==> src/rtl/sdcmd_pkg.sv <==
package sdcmd_pkg;

    localparam int TOK_BITS   = 48;
    localparam int SHORT_BITS = 48;
    localparam int LONG_BITS  = 136;
    localparam int CAP_BITS   = 128;
    localparam int CRC_W      = 7;
    localparam int EVT_W      = 20;

    localparam int EV_DONE = 0;
    localparam int EV_XFER = 1;
    localparam int EV_TMO  = 16;
    localparam int EV_CRC  = 17;
    localparam int EV_END  = 18;
    localparam int EV_IDX  = 19;

    typedef enum logic [1:0] {
        RSP_NONE = 2'd0,
        RSP_LONG = 2'd1,
        RSP_SHRT = 2'd2,
        RSP_BUSY = 2'd3
    } rsp_e;

    typedef struct packed {
        logic [5:0] idx;
        rsp_e       rsp;
        logic       dat;
        logic       idx_chk;
        logic       crc_chk;
    } cmd_t;

    function automatic cmd_t decode_cmd(input logic [31:0] w);
        cmd_t c;
        c.idx     = w[29:24];
        c.rsp     = rsp_e'(w[17:16]);
        c.dat     = w[21];
        c.idx_chk = w[20];
        c.crc_chk = w[19];
        return c;
    endfunction

    function automatic logic uses_dat(input cmd_t c);
        return c.dat || (c.rsp == RSP_BUSY);
    endfunction

    // serial CRC7 update, generator x^7 + x^3 + 1
    function automatic logic [CRC_W-1:0] crc7_step(input logic [CRC_W-1:0] c, input logic b);
        logic fb;
        fb = b ^ c[6];
        return {c[5:3], c[2] ^ fb, c[1:0], fb};
    endfunction

    function automatic logic [CRC_W-1:0] crc7_msg(input logic [39:0] m);
        logic [CRC_W-1:0] c;
        c = '0;
        for (int i = 39; i >= 0; i--) c = crc7_step(c, m[i]);
        return c;
    endfunction

endpackage

==> src/rtl/sdcmd_tx.sv <==
module sdcmd_tx
    import sdcmd_pkg::*;
(
    input  logic        clk,
    input  logic        rst,
    input  logic        abort,
    input  logic        start,
    input  logic        tick,
    input  logic [5:0]  idx,
    input  logic [31:0] arg,
    output logic        line,
    output logic        oe,
    output logic        done
);
    localparam int CW = $clog2(TOK_BITS + 1);

    logic [TOK_BITS-1:0] tok;
    logic [CW-1:0]       cnt;
    logic                run;

    always_ff @(posedge clk) begin
        if (rst || abort) begin
            tok  <= '0;
            cnt  <= '0;
            run  <= 1'b0;
            line <= 1'b1;
            oe   <= 1'b0;
            done <= 1'b0;
        end else begin
            done <= 1'b0;
            if (start) begin
                tok <= {2'b01, idx, arg, crc7_msg({2'b01, idx, arg}), 1'b1};
                cnt <= '0;
                run <= 1'b1;
            end else if (run && tick) begin
                if (cnt == CW'(TOK_BITS)) begin
                    run  <= 1'b0;
                    oe   <= 1'b0;
                    line <= 1'b1;
                    done <= 1'b1;
                end else begin
                    line <= tok[TOK_BITS-1];
                    tok  <= {tok[TOK_BITS-2:0], 1'b1};
                    oe   <= 1'b1;
                    cnt  <= cnt + 1'b1;
                end
            end
        end
    end
endmodule

==> src/rtl/sdcmd_rx.sv <==
module sdcmd_rx
    import sdcmd_pkg::*;
#(
    parameter int TO_TICKS = 64
) (
    input  logic                clk,
    input  logic                rst,
    input  logic                abort,
    input  logic                arm,
    input  logic                long_rsp,
    input  logic                tick,
    input  logic                din,
    output logic                done,
    output logic                tmo,
    output logic [CAP_BITS-1:0] sh,
    output logic [CRC_W-1:0]    crc
);
    localparam int WW = (TO_TICKS > 2) ? $clog2(TO_TICKS) : 1;
    localparam int RW = $clog2(LONG_BITS);

    typedef enum logic [1:0] {RX_IDLE, RX_WAIT, RX_BITS} rx_st_e;

    rx_st_e        st;
    logic [WW-1:0] wcnt;
    logic [RW-1:0] rcnt;
    logic          long_q;
    logic [RW-1:0] last;

    function automatic logic in_crc(input logic [RW-1:0] r, input logic lg);
        if (lg) return (r >= RW'(8)) && (r < RW'(CAP_BITS));
        return r < RW'(SHORT_BITS - 8);
    endfunction

    assign last = long_q ? RW'(LONG_BITS - 1) : RW'(SHORT_BITS - 1);

    always_ff @(posedge clk) begin
        if (rst || abort) begin
            st     <= RX_IDLE;
            wcnt   <= '0;
            rcnt   <= '0;
            long_q <= 1'b0;
            sh     <= '0;
            crc    <= '0;
            done   <= 1'b0;
            tmo    <= 1'b0;
        end else begin
            done <= 1'b0;
            tmo  <= 1'b0;
            case (st)
                RX_IDLE: begin
                    if (arm) begin
                        st     <= RX_WAIT;
                        wcnt   <= '0;
                        crc    <= '0;
                        long_q <= long_rsp;
                    end
                end
                RX_WAIT: begin
                    if (tick) begin
                        if (!din) begin
                            sh   <= {sh[CAP_BITS-2:0], 1'b0};
                            if (in_crc('0, long_q)) crc <= crc7_step(crc, 1'b0);
                            rcnt <= RW'(1);
                            st   <= RX_BITS;
                        end else if (wcnt == WW'(TO_TICKS - 1)) begin
                            tmo <= 1'b1;
                            st  <= RX_IDLE;
                        end else begin
                            wcnt <= wcnt + 1'b1;
                        end
                    end
                end
                RX_BITS: begin
                    if (tick) begin
                        sh <= {sh[CAP_BITS-2:0], din};
                        if (in_crc(rcnt, long_q)) crc <= crc7_step(crc, din);
                        if (rcnt == last) begin
                            done <= 1'b1;
                            st   <= RX_IDLE;
                        end else begin
                            rcnt <= rcnt + 1'b1;
                        end
                    end
                end
                default: st <= RX_IDLE;
            endcase
        end
    end
endmodule

==> src/rtl/sdcmd_unit.sv <==
module sdcmd_unit
    import sdcmd_pkg::*;
#(
    parameter int RESP_TO = 64
) (
    input  logic             clk,
    input  logic             rst,
    input  logic             cmd_wr,
    input  logic [31:0]      cmd_word,
    input  logic [31:0]      cmd_arg,
    input  logic             rst_cmd,
    input  logic             rst_dat,
    input  logic             bit_tick,
    output logic             cmd_out,
    output logic             cmd_oe,
    input  logic             cmd_in,
    input  logic             dat_busy,
    output logic             cmd_inhibit,
    output logic             dat_inhibit,
    output logic [EVT_W-1:0] evt,
    output logic [31:0]      resp0,
    output logic [31:0]      resp1,
    output logic [31:0]      resp2,
    output logic [31:0]      resp3
);
    cmd_t                dec;
    cmd_t                cur;
    logic                accept;
    logic                tx_done;
    logic                rx_done;
    logic                rx_tmo;
    logic                rx_arm;
    logic [CAP_BITS-1:0] sh;
    logic [CRC_W-1:0]    rx_crc;
    logic                finish;
    logic                e_end;
    logic                e_crc;
    logic                e_idx;
    logic                ok;
    logic                dat_pend;
    logic                pend_xfer;
    logic                unused_bits;

    assign dec         = decode_cmd(cmd_word);
    assign unused_bits = ^{cmd_word[31:30], cmd_word[23:22], cmd_word[18], cmd_word[15:0]};
    assign accept      = cmd_wr && !rst_cmd && !cmd_inhibit && !(uses_dat(dec) && dat_inhibit);
    assign rx_arm      = tx_done && (cur.rsp != RSP_NONE);
    assign finish      = (tx_done && (cur.rsp == RSP_NONE)) || rx_done || rx_tmo;

    assign e_end = rx_done && !sh[0];
    assign e_crc = rx_done && cur.crc_chk && (rx_crc != sh[7:1]);
    assign e_idx = rx_done && cur.idx_chk && (cur.rsp != RSP_LONG) && (sh[45:40] != cur.idx);
    assign ok    = !rx_tmo && !e_end && !e_crc && !e_idx;

    sdcmd_tx u_tx (
        .clk  (clk),
        .rst  (rst),
        .abort(rst_cmd),
        .start(accept),
        .tick (bit_tick),
        .idx  (dec.idx),
        .arg  (cmd_arg),
        .line (cmd_out),
        .oe   (cmd_oe),
        .done (tx_done)
    );

    sdcmd_rx #(.TO_TICKS(RESP_TO)) u_rx (
        .clk     (clk),
        .rst     (rst),
        .abort   (rst_cmd),
        .arm     (rx_arm),
        .long_rsp(cur.rsp == RSP_LONG),
        .tick    (bit_tick),
        .din     (cmd_in),
        .done    (rx_done),
        .tmo     (rx_tmo),
        .sh      (sh),
        .crc     (rx_crc)
    );

    always_ff @(posedge clk) begin
        if (rst) begin
            cur         <= '0;
            cmd_inhibit <= 1'b0;
            dat_inhibit <= 1'b0;
            dat_pend    <= 1'b0;
            pend_xfer   <= 1'b0;
            evt         <= '0;
            resp0       <= '0;
            resp1       <= '0;
            resp2       <= '0;
            resp3       <= '0;
        end else begin
            evt <= '0;
            if (rst_cmd) begin
                cmd_inhibit <= 1'b0;
            end else if (accept) begin
                cmd_inhibit <= 1'b1;
                cur         <= dec;
                if (uses_dat(dec)) dat_inhibit <= 1'b1;
            end else if (finish) begin
                cmd_inhibit    <= 1'b0;
                evt[EV_DONE]   <= ok;
                evt[EV_TMO]    <= rx_tmo;
                evt[EV_CRC]    <= e_crc;
                evt[EV_END]    <= e_end;
                evt[EV_IDX]    <= e_idx;
                if (uses_dat(cur)) begin
                    dat_pend  <= 1'b1;
                    pend_xfer <= (cur.rsp == RSP_BUSY) && ok;
                end
                if (rx_done) begin
                    resp0 <= sh[39:8];
                    if (cur.rsp == RSP_LONG) begin
                        resp1 <= sh[71:40];
                        resp2 <= sh[103:72];
                        resp3 <= {8'h00, sh[127:104]};
                    end
                end
            end
            if (rst_dat) begin
                dat_inhibit <= 1'b0;
                dat_pend    <= 1'b0;
                pend_xfer   <= 1'b0;
            end else if (dat_pend && !dat_busy) begin
                dat_inhibit   <= 1'b0;
                dat_pend      <= 1'b0;
                pend_xfer     <= 1'b0;
                evt[EV_XFER]  <= pend_xfer;
            end
        end
    end
endmodule

==> config.mk <==
export PLATFORM = sky130hd
export DESIGN_NAME = sdcmd_unit
export DESIGN_NICKNAME = d
export VERILOG_FILES = /design/src/rtl/sdcmd_pkg.sv /design/src/rtl/sdcmd_tx.sv /design/src/rtl/sdcmd_rx.sv /design/src/rtl/sdcmd_unit.sv
export SDC_FILE = /design/constraint.sdc
export NUM_CORES = 1
export LEC_CHECK = 0
export ABC_AREA = 1
export BUFFER_PORTS_ARGS = -buffer_cell sky130_fd_sc_hd__buf_2
export CORE_ASPECT_RATIO = 0.5
export CORE_UTILIZATION = 40
export CTS_CLUSTER_DIAMETER = 30
export DETAILED_ROUTE_END_ITERATION = 10
export PLACE_DENSITY = 0.61
export SETUP_SLACK_MARGIN = 0.02
export SLEW_MARGIN = 20
export SYNTH_ARGS = -nofsm -noshare
export SYNTH_HDL_FRONTEND = slang
export SYNTH_SLANG_ARGS = --single-unit
==> constraint.sdc <==
create_clock -name clk -period 6 [get_ports clk]
set_input_delay 0.6 -clock clk [delete_from_list [all_inputs] [get_ports clk]]
set_output_delay 0.6 -clock clk [all_outputs]
set_load 0.02 [all_outputs]
==> flow_summary.json <==
{
  "place_congestion": 0.811,
  "fmax_mhz": 313,
  "rows": 49,
  "antenna_found_initial": 0,
  "crit_family": "buffers and inverters",
  "htreeDepth": 2,
  "hold_buffers": 0,
  "clk_pin_slew_worst_paths_ns": 0.06,
  "power_leakage_nw": 7.62,
  "syn_to_final_growth_pct": 18.5,
  "async_flop_share_pct": 0,
  "cts_tree": "yes",
  "synth_area_per_cell_um2": 7.27,
  "pin_count": 224,
  "final_cell_mix": "nor2_1 (353), dfxtp_1 (353), nand2_1 (317)",
  "grt_max_degree": 111,
  "io_buffer_count": 180,
  "netlist_area_um2": 14700,
  "fin_crit_sh_pct": 53.3,
  "antenna_left": 0,
  "cp-start-kind": "flip-flop",
  "finalWorstSetupSlack_ns": 2.80,
  "drive_above_1_share_pct": 16.7,
  "cts_buffer_depth": 3,
  "seq_area_frac_synth_pct": 48.2,
  "final_util_pct": 48.3,
  "required_ns": 6.43,
  "synth_edf_count": 0,
  "layout_min_cycle_time_ns": 3.20,
  "slew_viol_final": 0,
  "fin_skew_ns": 0.0135,
  "clockRootBuffer": "clkbuf_16",
  "grt_pass1_wl_um": 56400,
  "final_nets": 2234,
  "clk_latency_ns": 0.55,
  "p_per_area_nw_per_um2": 320,
  "core_area_um2": 36000,
  "status": "completed",
  "setup_violations": 0,
  "drt_pass1_iterations": 5,
  "rsz0062_at_grt": "no",
  "cts_resized": 0,
  "ff2ff_setup_slack_ns": 2.80,
  "ys.flop_type": "dfxtp_1",
  "max_slew_margin_pct": 29.4,
  "irDropWorstVdd_mv": 0.307,
  "overflow": 0,
  "setup_tns_ns": 0,
  "start_util_pct": 40.7,
  "drt-total-wl_um": 34500,
  "antenna_cells": 0,
  "synth-seq-cells": 353,
  "min_path_type": "primary input to flip-flop",
  "vias": 12700,
  "hold_viol_final": 0,
  "die_area_um2": 37500,
  "crit_type": "flip-flop to flip-flop",
  "netlist_instances": 2016,
  "grtUsageTotal_pct": 18.2,
  "cts.sinks": 353,
  "path_cells": "inv_1 > ha_1 > nor2_1 > nor3_2 > buf_4 > inv_1 > buf_4 > o21ai_0 > or2_2 > a21oi_1",
  "die_x_um": 273,
  "drc": 0,
  "wl_per_cell_um": 12.9,
  "slowest_delay_ns": 0.67,
  "synth.distinct_cells": 44,
  "cp_num_buf_inv": 4,
  "die_h_um": 137,
  "hpwlAfterDp_um": 22300,
  "slowest_stage": "buf_4",
  "end_kind": "flip-flop",
  "tightest_slew_ns": 1.06,
  "grt_pass1_vias": 11300,
  "yosys_warnings": 0,
  "critPathMaxFanout": 101,
  "cp_data_arrival_time_ns": 3.63,
  "postCtsSetupBuffers": 0,
  "cts_made_buffers": 46,
  "drv_cap": 0,
  "drtIter0Drc": 747,
  "vias_per_cell": 4.75,
  "place_worst_setup_slack_ns": 2.62
}
==> cell type report <==
| type | instances | area (um^2) |
|---|---|---|
| repair buffers | 195 | 1030 |
| fillers | 3611 | 18600 |
| clock inverters | 29 | 288 |
| well taps | 484 | 606 |
| flip-flops and latches | 353 | 7070 |
| multi-input cells | 1362 | 6400 |
| clock buffers | 55 | 1250 |
| inverters | 195 | 732 |
==> registers in the layout, summed over array words and instances (netlist names), 2 cells and up <==
signal / cells
u_rx.rcnt: 8
resp0: 32
u_rx.st: 2
resp2: 32
cur: 11
u_tx.tok: 48
resp1: 32
u_rx.wcnt: 6
resp3: 24
u_tx.cnt: 6
evt: 6
u_rx.sh: 128
u_rx.crc: 7
==> per-layer routing <==
layer  vias up  share of wire, %  GRT usage [%]  wire [um]
li1       6727                 -              -          -
met1      5748                48           24.0      16600
met2       178                46           30.6      16000
met3        51               3.7           3.57       1280
met4         0               1.8           4.65        605
met5         -                 0              0          0
==> synthesized netlist by cell type, types with 8 or more instances <==
library cell / number / share of area (%)
a21oi_1: 231 / 7.9
a22oi_1: 13 / 0.67
a31oi_1: 29 / 1.2
buf_4: 23 / 1.2
clkbuf_1: 99 / 2.5
dfxtp_1: 353 / 48
ha_1: 9 / 0.77
inv_1: 179 / 4.6
inv_2: 15 / 0.38
nand2_1: 318 / 8.1
nand2_2: 44 / 1.9
nand2_4: 8 / 0.61
nand3_1: 63 / 2.2
nor2_1: 356 / 9.1
nor3_1: 18 / 0.61
o21ai_0: 186 / 6.3
xnor2_1: 8 / 0.48
==> power by group <==
group,leakage (nW),internal (mW),total (mW),switching [mW]
Sequential,2.85,2.36,2.37,0.00800
Clock,0.741,1.61,2.73,1.12
Combinational,4.03,0.146,0.471,0.325
==> tightest hold or removal path, delay by kind of cell <==
kind,cells,cell delay (ns)
and+or+nand+nor,2,0.14
buffers and inverters,1,0.07
==> through the flow <==
step / power (mW) / area (um^2) / instances / hold WS (ns)
detailed placement: 2.89 / 15800 / 2589 / 0.452
global route: 5.81 / 17400 / 2673 / 0.317
finish: 5.57 / 17400 / 2673 / 0.320
floorplan: 2.79 / 14700 / 2037 / 0.421
CTS: 5.64 / 17400 / 2673 / 0.297
global placement: 2.89 / 15800 / 2589 / 0.442
==> cells by family (layout without fill, tap and decap cells) <==
group | after synthesis | in the layout | synth area share, %
and+or+nand+nor | 843 | 843 | 24.3
other | 1 | 22 | 0.0256
xor gates and xnor gates | 14 | 14 | 0.888
adders and majority gates | 9 | 9 | 0.768
buffers and inverters | 322 | 474 | 8.84
AOI/OAI and AO/OA | 474 | 474 | 17.0
DFF | 353 | 353 | 48.2
==> path summary, 6_finish.rpt <==
check / startpoint / endpoint / cells past startpoint
max: u_rx.st[1] / u_rx.rcnt[2] / 10
max reg2reg: u_rx.st[1] / u_rx.rcnt[2] / 10
min reg2reg: dat_pend / dat_pend / 2
min: dat_busy / evt[1] / 3
(Power assumes the default switching activity.)
